`config.mk`:
```
export PLATFORM = sky130hd
export DESIGN_NAME = hit_mult_merger
export DESIGN_NICKNAME = d
export VERILOG_FILES = /design/src/rtl/hm_pkg.sv /design/src/rtl/hm_thr_adder.sv /design/src/rtl/hm_sat.sv /design/src/rtl/hm_sum_stage.sv /design/src/rtl/hm_half_out.sv /design/src/rtl/hit_mult_merger.sv
export SDC_FILE = /design/constraint.sdc
export NUM_CORES = 1
export LEC_CHECK = 0
export BUFFER_PORTS_ARGS = -buffer_cell sky130_fd_sc_hd__buf_2
export CORE_UTILIZATION = 40
export CTS_BUF_LIST = sky130_fd_sc_hd__clkbuf_4
export DETAILED_ROUTE_END_ITERATION = 16
export GPL_ROUTABILITY_DRIVEN = 0
export HOLD_SLACK_MARGIN = 0.06
export REMOVE_ABC_BUFFERS = 1
export SETUP_SLACK_MARGIN = 0.15
export SYNTH_ARGS = -nofsm -noshare
export SYNTH_HDL_FRONTEND = slang
export SYNTH_HIERARCHICAL = 1
export SYNTH_SLANG_ARGS = --single-unit
```
`constraint.sdc`:
```
create_clock -name clk -period 4.4 [get_ports clk]
set_input_delay 0.66 -clock clk [delete_from_list [all_inputs] [get_ports clk]]
set_output_delay 0.66 -clock clk [all_outputs]
set_load 0.1 [all_outputs]
```
`src/rtl/hm_pkg.sv`:
```
package hm_pkg;
    localparam int unsigned N_SRC   = 8;
    localparam int unsigned N_THR   = 16;
    localparam int unsigned IN_W    = 2;
    localparam int unsigned CNT_W   = 3;
    localparam int unsigned HALF    = N_THR / 2;
    localparam int unsigned IN_MAX  = (1 << IN_W) - 1;
    localparam int unsigned SUM_W   = $clog2(N_SRC * IN_MAX + 1);
    localparam int unsigned CNT_MAX = (1 << CNT_W) - 1;
    localparam int unsigned PAY_W   = HALF * CNT_W;
    localparam int unsigned WORD_W  = PAY_W + 1;
    localparam int unsigned IN_BITS = N_SRC * N_THR * IN_W;

    typedef logic [SUM_W-1:0] raw_sum_t;
    typedef logic [CNT_W-1:0] cnt_t;

    typedef struct packed {
        logic                       vld;
        raw_sum_t [N_THR-1:0]       sum;
    } sum_stage_t;

    function automatic logic [WORD_W-1:0] idle_word();
        return {1'b1, {PAY_W{1'b0}}};
    endfunction
endpackage

```
`src/rtl/hm_thr_adder.sv`:
```
module hm_thr_adder #(
    parameter int unsigned N_SRC = 8,
    parameter int unsigned IN_W  = 2,
    parameter int unsigned SUM_W = 5
) (
    input  logic [N_SRC-1:0][IN_W-1:0] vals,
    output logic [SUM_W-1:0]           sum
);
    always_comb begin
        sum = '0;
        for (int i = 0; i < int'(N_SRC); i++) begin
            sum = sum + SUM_W'(vals[i]);
        end
    end
endmodule

```
`src/rtl/hm_sat.sv`:
```
module hm_sat #(
    parameter int unsigned SUM_W = 5,
    parameter int unsigned CNT_W = 3
) (
    input  logic [SUM_W-1:0] raw,
    output logic [CNT_W-1:0] cnt
);
    localparam int unsigned LIMIT = (1 << CNT_W) - 1;

    generate
        if (SUM_W > CNT_W) begin : g_clip
            assign cnt = (raw > SUM_W'(LIMIT)) ? CNT_W'(LIMIT) : raw[CNT_W-1:0];
        end else begin : g_pass
            assign cnt = CNT_W'(raw);
        end
    endgenerate
endmodule

```
`src/rtl/hm_sum_stage.sv`:
```
module hm_sum_stage
    import hm_pkg::*;
(
    input  logic               clk,
    input  logic               rst,
    input  logic               in_valid,
    input  logic [IN_BITS-1:0] src_hits,
    output sum_stage_t         stg
);
    raw_sum_t [N_THR-1:0] sum_c;

    generate
        for (genvar t = 0; t < int'(N_THR); t++) begin : g_thr
            logic [N_SRC-1:0][IN_W-1:0] col;
            for (genvar s = 0; s < int'(N_SRC); s++) begin : g_src
                assign col[s] = src_hits[(s*N_THR + t)*IN_W +: IN_W];
            end
            hm_thr_adder #(
                .N_SRC (N_SRC),
                .IN_W  (IN_W),
                .SUM_W (SUM_W)
            ) u_add (
                .vals (col),
                .sum  (sum_c[t])
            );
        end
    endgenerate

    always_ff @(posedge clk) begin
        if (rst) begin
            stg <= '0;
        end else begin
            stg.vld <= in_valid;
            if (in_valid) begin
                stg.sum <= sum_c;
            end
        end
    end
endmodule

```
`src/rtl/hm_half_out.sv`:
```
module hm_half_out
    import hm_pkg::*;
(
    input  logic                 clk,
    input  logic                 rst,
    input  logic                 ld,
    input  raw_sum_t [HALF-1:0]  sums,
    output logic [WORD_W-1:0]    word
);
    cnt_t [HALF-1:0]    cnts;
    logic [PAY_W-1:0]   payload;
    logic               par;

    generate
        for (genvar k = 0; k < int'(HALF); k++) begin : g_cnt
            hm_sat #(
                .SUM_W (SUM_W),
                .CNT_W (CNT_W)
            ) u_sat (
                .raw (sums[k]),
                .cnt (cnts[k])
            );

            AST_SAT_FIELD: assert property (@(posedge clk) disable iff (rst)
                (ld && (sums[k] >= SUM_W'(CNT_MAX))) |=> (word[k*CNT_W +: CNT_W] == CNT_W'(CNT_MAX)))
                else $error("saturated field %0d not at maximum", k);
        end
    endgenerate

    assign payload = cnts;
    assign par     = ~^payload;

    always_ff @(posedge clk) begin
        if (rst) begin
            word <= idle_word();
        end else if (ld) begin
            word <= {par, payload};
        end
    end

    AST_ODD_WORD: assert property (@(posedge clk) disable iff (rst)
        ($countones(word) % 2) == 1)
        else $error("output word has even parity");

    AST_HOLD_IDLE: assert property (@(posedge clk) disable iff (rst)
        !ld |=> $stable(word))
        else $error("word changed without a load");
endmodule

```
`src/rtl/hit_mult_merger.sv`:
```
module hit_mult_merger
    import hm_pkg::*;
(
    input  logic                 clk,
    input  logic                 rst,
    input  logic                 in_valid,
    input  logic [IN_BITS-1:0]   src_hits,
    output logic                 out_valid,
    output logic [WORD_W-1:0]    left_word,
    output logic [WORD_W-1:0]    right_word
);
    sum_stage_t              stg;
    logic [1:0][WORD_W-1:0]  words;
    logic [1:0]              age;

    hm_sum_stage u_sum (
        .clk      (clk),
        .rst      (rst),
        .in_valid (in_valid),
        .src_hits (src_hits),
        .stg      (stg)
    );

    generate
        for (genvar h = 0; h < 2; h++) begin : g_half
            hm_half_out u_half (
                .clk  (clk),
                .rst  (rst),
                .ld   (stg.vld),
                .sums (stg.sum[h*HALF +: HALF]),
                .word (words[h])
            );
        end
    endgenerate

    assign left_word  = words[0];
    assign right_word = words[1];

    always_ff @(posedge clk) begin
        if (rst) begin
            out_valid <= 1'b0;
        end else begin
            out_valid <= stg.vld;
        end
    end

    always_ff @(posedge clk) begin
        if (rst) begin
            age <= '0;
        end else if (age != 2'd3) begin
            age <= age + 2'd1;
        end
    end

    AST_LAT_TWO: assert property (@(posedge clk) disable iff (rst)
        (age >= 2'd2) |-> (out_valid == $past(in_valid, 2)))
        else $error("out_valid not two cycles after in_valid");

    AST_EARLY_QUIET: assert property (@(posedge clk) disable iff (rst)
        (age < 2'd2) |-> !out_valid)
        else $error("out_valid high before a result can exist");
endmodule

```
==> results.tsv <==
stage	metric	value	unit
critical_path	worst_setup_path_end_kind	register	
detailed_routing	firstDrtPassIters	5	
sta	period_minus_slack	3.49	ns
grt	grt_pass1_wl	37.7	mm
layout	drive_gt1_share	24.0	%
sta	rsz0062_at_grt	no	
floorplan	num_rows	61	
sta	worst_pin_slew	1.13	ns
detailed_routing	drt-total-wl	22.4	mm
power_and_ir_drop	p_leak	7.48	nW
placed_design	dp.cells	1784	
critical_path	cp.required	4.79	ns
placed_design	placed_area	13200	sq um
sta	setup_viol	0	
synth	synth_top_family_by_area	adder cells	
synth	synth_warnings	6	
placed_design	dp_slack	0.355	ns
synth	synth-simple-area-share	8.40	%
grt	antenna_found_initial	0	
power_and_ir_drop	irDropWorstVdd	530	uV
synth	synth_seq_area_share	23.3	%
detailed_routing	vias_per_cell	4.37	
clock_network	cts_inserted_buffers	17	
synth	yosysTopAreaCell	fa_1	
sta	fin_tns_setup	0	ns
synth	synth_compound_area_share	0.860	%
layout	multiInputGateArea	7410	sq um
synth	ys_top_cells_by_area	fa_1 (31%), dfxtp_1 (23%), mux2i_1 (11%), inv_1 (9.5%), ha_1 (8.8%)	
grt	grt_pass1_vias	8367	
clock_network	clkLatencyLatePin	0.53	ns
floorplan	die_y	170	um
detailed_routing	antenna_left	0	
clock_network	clock_sinks	132	
sta	fin_crit_sh	79.2	%
sta	hold_viol	0	
clock_network	ctsResizeCount	0	
sta	final_max_slew_viol_count	0	
critical_path	path_delay_family	adder cells	
layout	nNetsFinal	1940	
placed_design	port_buffers	309	
critical_path	slowest_delay	0.55	ns
synth	synth_xor_area_share	4.87	%
min_path	hold_path_class	in -> reg	
synth	synth.distinct_cells	20	
layout	antennaDiodeCount	0	
detailed_routing	drt_iter0_markers	229	
grt	grt-ovfl-total	0	
sta	clock_skew	0.0184	ns
clock_network	clkTransAtPathRegs	0.13	ns
grt	grt_max_degree	68	
clock_network	hold_buffers	0	
power_and_ir_drop	p_per_area	643	nW/um^2
critical_path	crit_buf_inv	3	
critical_path	cp_cell_sequence	buf_2, fa_1, inv_1, fa_1, fa_1, inv_1, fa_1, ha_1, fa_1, xor2_1, mux2i_1, nor2_1	
sta	setup_slack	0.913	ns
run	drv_cap	0	
synth	syn_area_per_cell	10.1	sq um
detailed_routing	wl_per_cell	12.3	um
floorplan	dieArea	29100	sq um
detailed_routing	drcViolationCount	0	
synth	synthAdderAreaFrac	39.9	%
outcome	status	finished, final reports clean	
critical_path	cp_common_cell	fa_1	
sta	fmax	287	MHz
layout	syn2layout_area_growth	19.3	%
floorplan	io_pins	310	
clock_network	tritoncts	done	
critical_path	path_max_fanout	2	
synth	synth_top_area_share	31.0	%
synth	muxShareOfSynthArea	11.3	%
layout	stdcell_area	13500	sq um
clock_network	cts_setup_buffers	0	
critical_path	critPathKind	in -> reg	
layout	n_fill_cell	2689	
critical_path	cp-start-kind	input pin	
floorplan	core_area	27900	sq um
layout	mostFrequentLayoutCell	buf_2	
critical_path	arrival	3.88	ns
layout	seqCellArea	2650	sq um
synth	ys_seq_elements	132	
synth	synthCells	1124	
synth	synth_area	11400	sq um
sta	relSlewSlack	24.6	%
floorplan	die_x	170	um
layout	finalNonFillerCells	1816	
clock_network	htree_levels	4	
clock_network	clockBufferDepth	2	
layout	fin_util	48.6	%
grt	grt_usage	16.3	%
layout	final_cell_mix	buf_2 (307), inv_1 (288), fa_1 (176)	
detailed_routing	num_vias	7944	
clock_network	clockRootBuffer	clkbuf_4	
floorplan	initial_utilization	40.7	%
placed_design	dpl.hpwl	18.5	mm
critical_path	crit_slowest_cell	fa_1	
==> stage by stage <==
step	hold WS, ns	total power, mW
5_1_grt	0.421	9.65
6_report	0.481	8.71
4_1_cts	0.421	8.92
2_1_floorplan	0.452	6.54
3_3_place_gp	0.466	7.74
3_5_place_dp	0.474	7.87
==> flip-flops by register name, indices dropped and copies added (netlist names) <==
register	flops
u_sum/stg	81
g_half.u_half/word	50
out_valid	1
==> layout make-up <==
type	count	area share [%]
multi-input combinational	674	54.7
sequential	132	19.5
timing repair buffer	312	11.7
inverter	288	7.98
tap	378	3.49
clock inverter	13	1.52
clock buffer	19	1.05
==> tightest hold or removal path, cell delays in order <==
cell and delay (ns):
buf_2 0.08, ha_1 0.12, mux2i_1 0.06, nor2_1 0.07
==> cell families (layout without fill, tap and decap cells) <==
group | after synthesis | in the layout
fa+ha+maj | 256 | 256
compound gates | 18 | 18
xor+xnor | 60 | 60
buf+inv | 318 | 632
mux | 128 | 128
simple gates | 212 | 212
flops | 132 | 132
==> cell usage after synthesis, drive strengths merged <==
master,instances
inv,288
fa,176
dfxtp,132
mux2i,128
nor2,128
ha,80
or3,48
xnor2,36
xor2,22
a21oi,16
nand2,16
nand3,16
buf,15
clkbuf,15
nor2b,4
a211o,2
xnor3,2
==> metal layers <==
metal	routed length, um	GRT usage [%]
met1	9890	19.9
met2	11300	29.3
met3	995	3.65
met4	176	3.06
met5	0	0
==> path summary, 6_finish.rpt <==
path                 startpoint                   endpoint  slack (ns)  cells after the start
setup reg to reg  u_sum/stg[64]  g_half[1].u_half/word[24]        2.22                      6
hold reg to reg   u_sum/stg[66]              u_sum/stg[66]        0.50                      2
hold / removal    src_hits[226]               u_sum/stg[5]        0.48                      4
setup / recovery  src_hits[125]              u_sum/stg[73]        0.91                     12
==> where the power goes <==
part	leakage [nW]	total (mW)	internal (mW)	switching (mW)
clock	0.185	0.996	0.521	0.474
sequential	1.08	1.80	1.57	0.233
combinational	6.21	5.91	2.78	3.13
No activity file was read; power rests on OpenSTA's default activity.
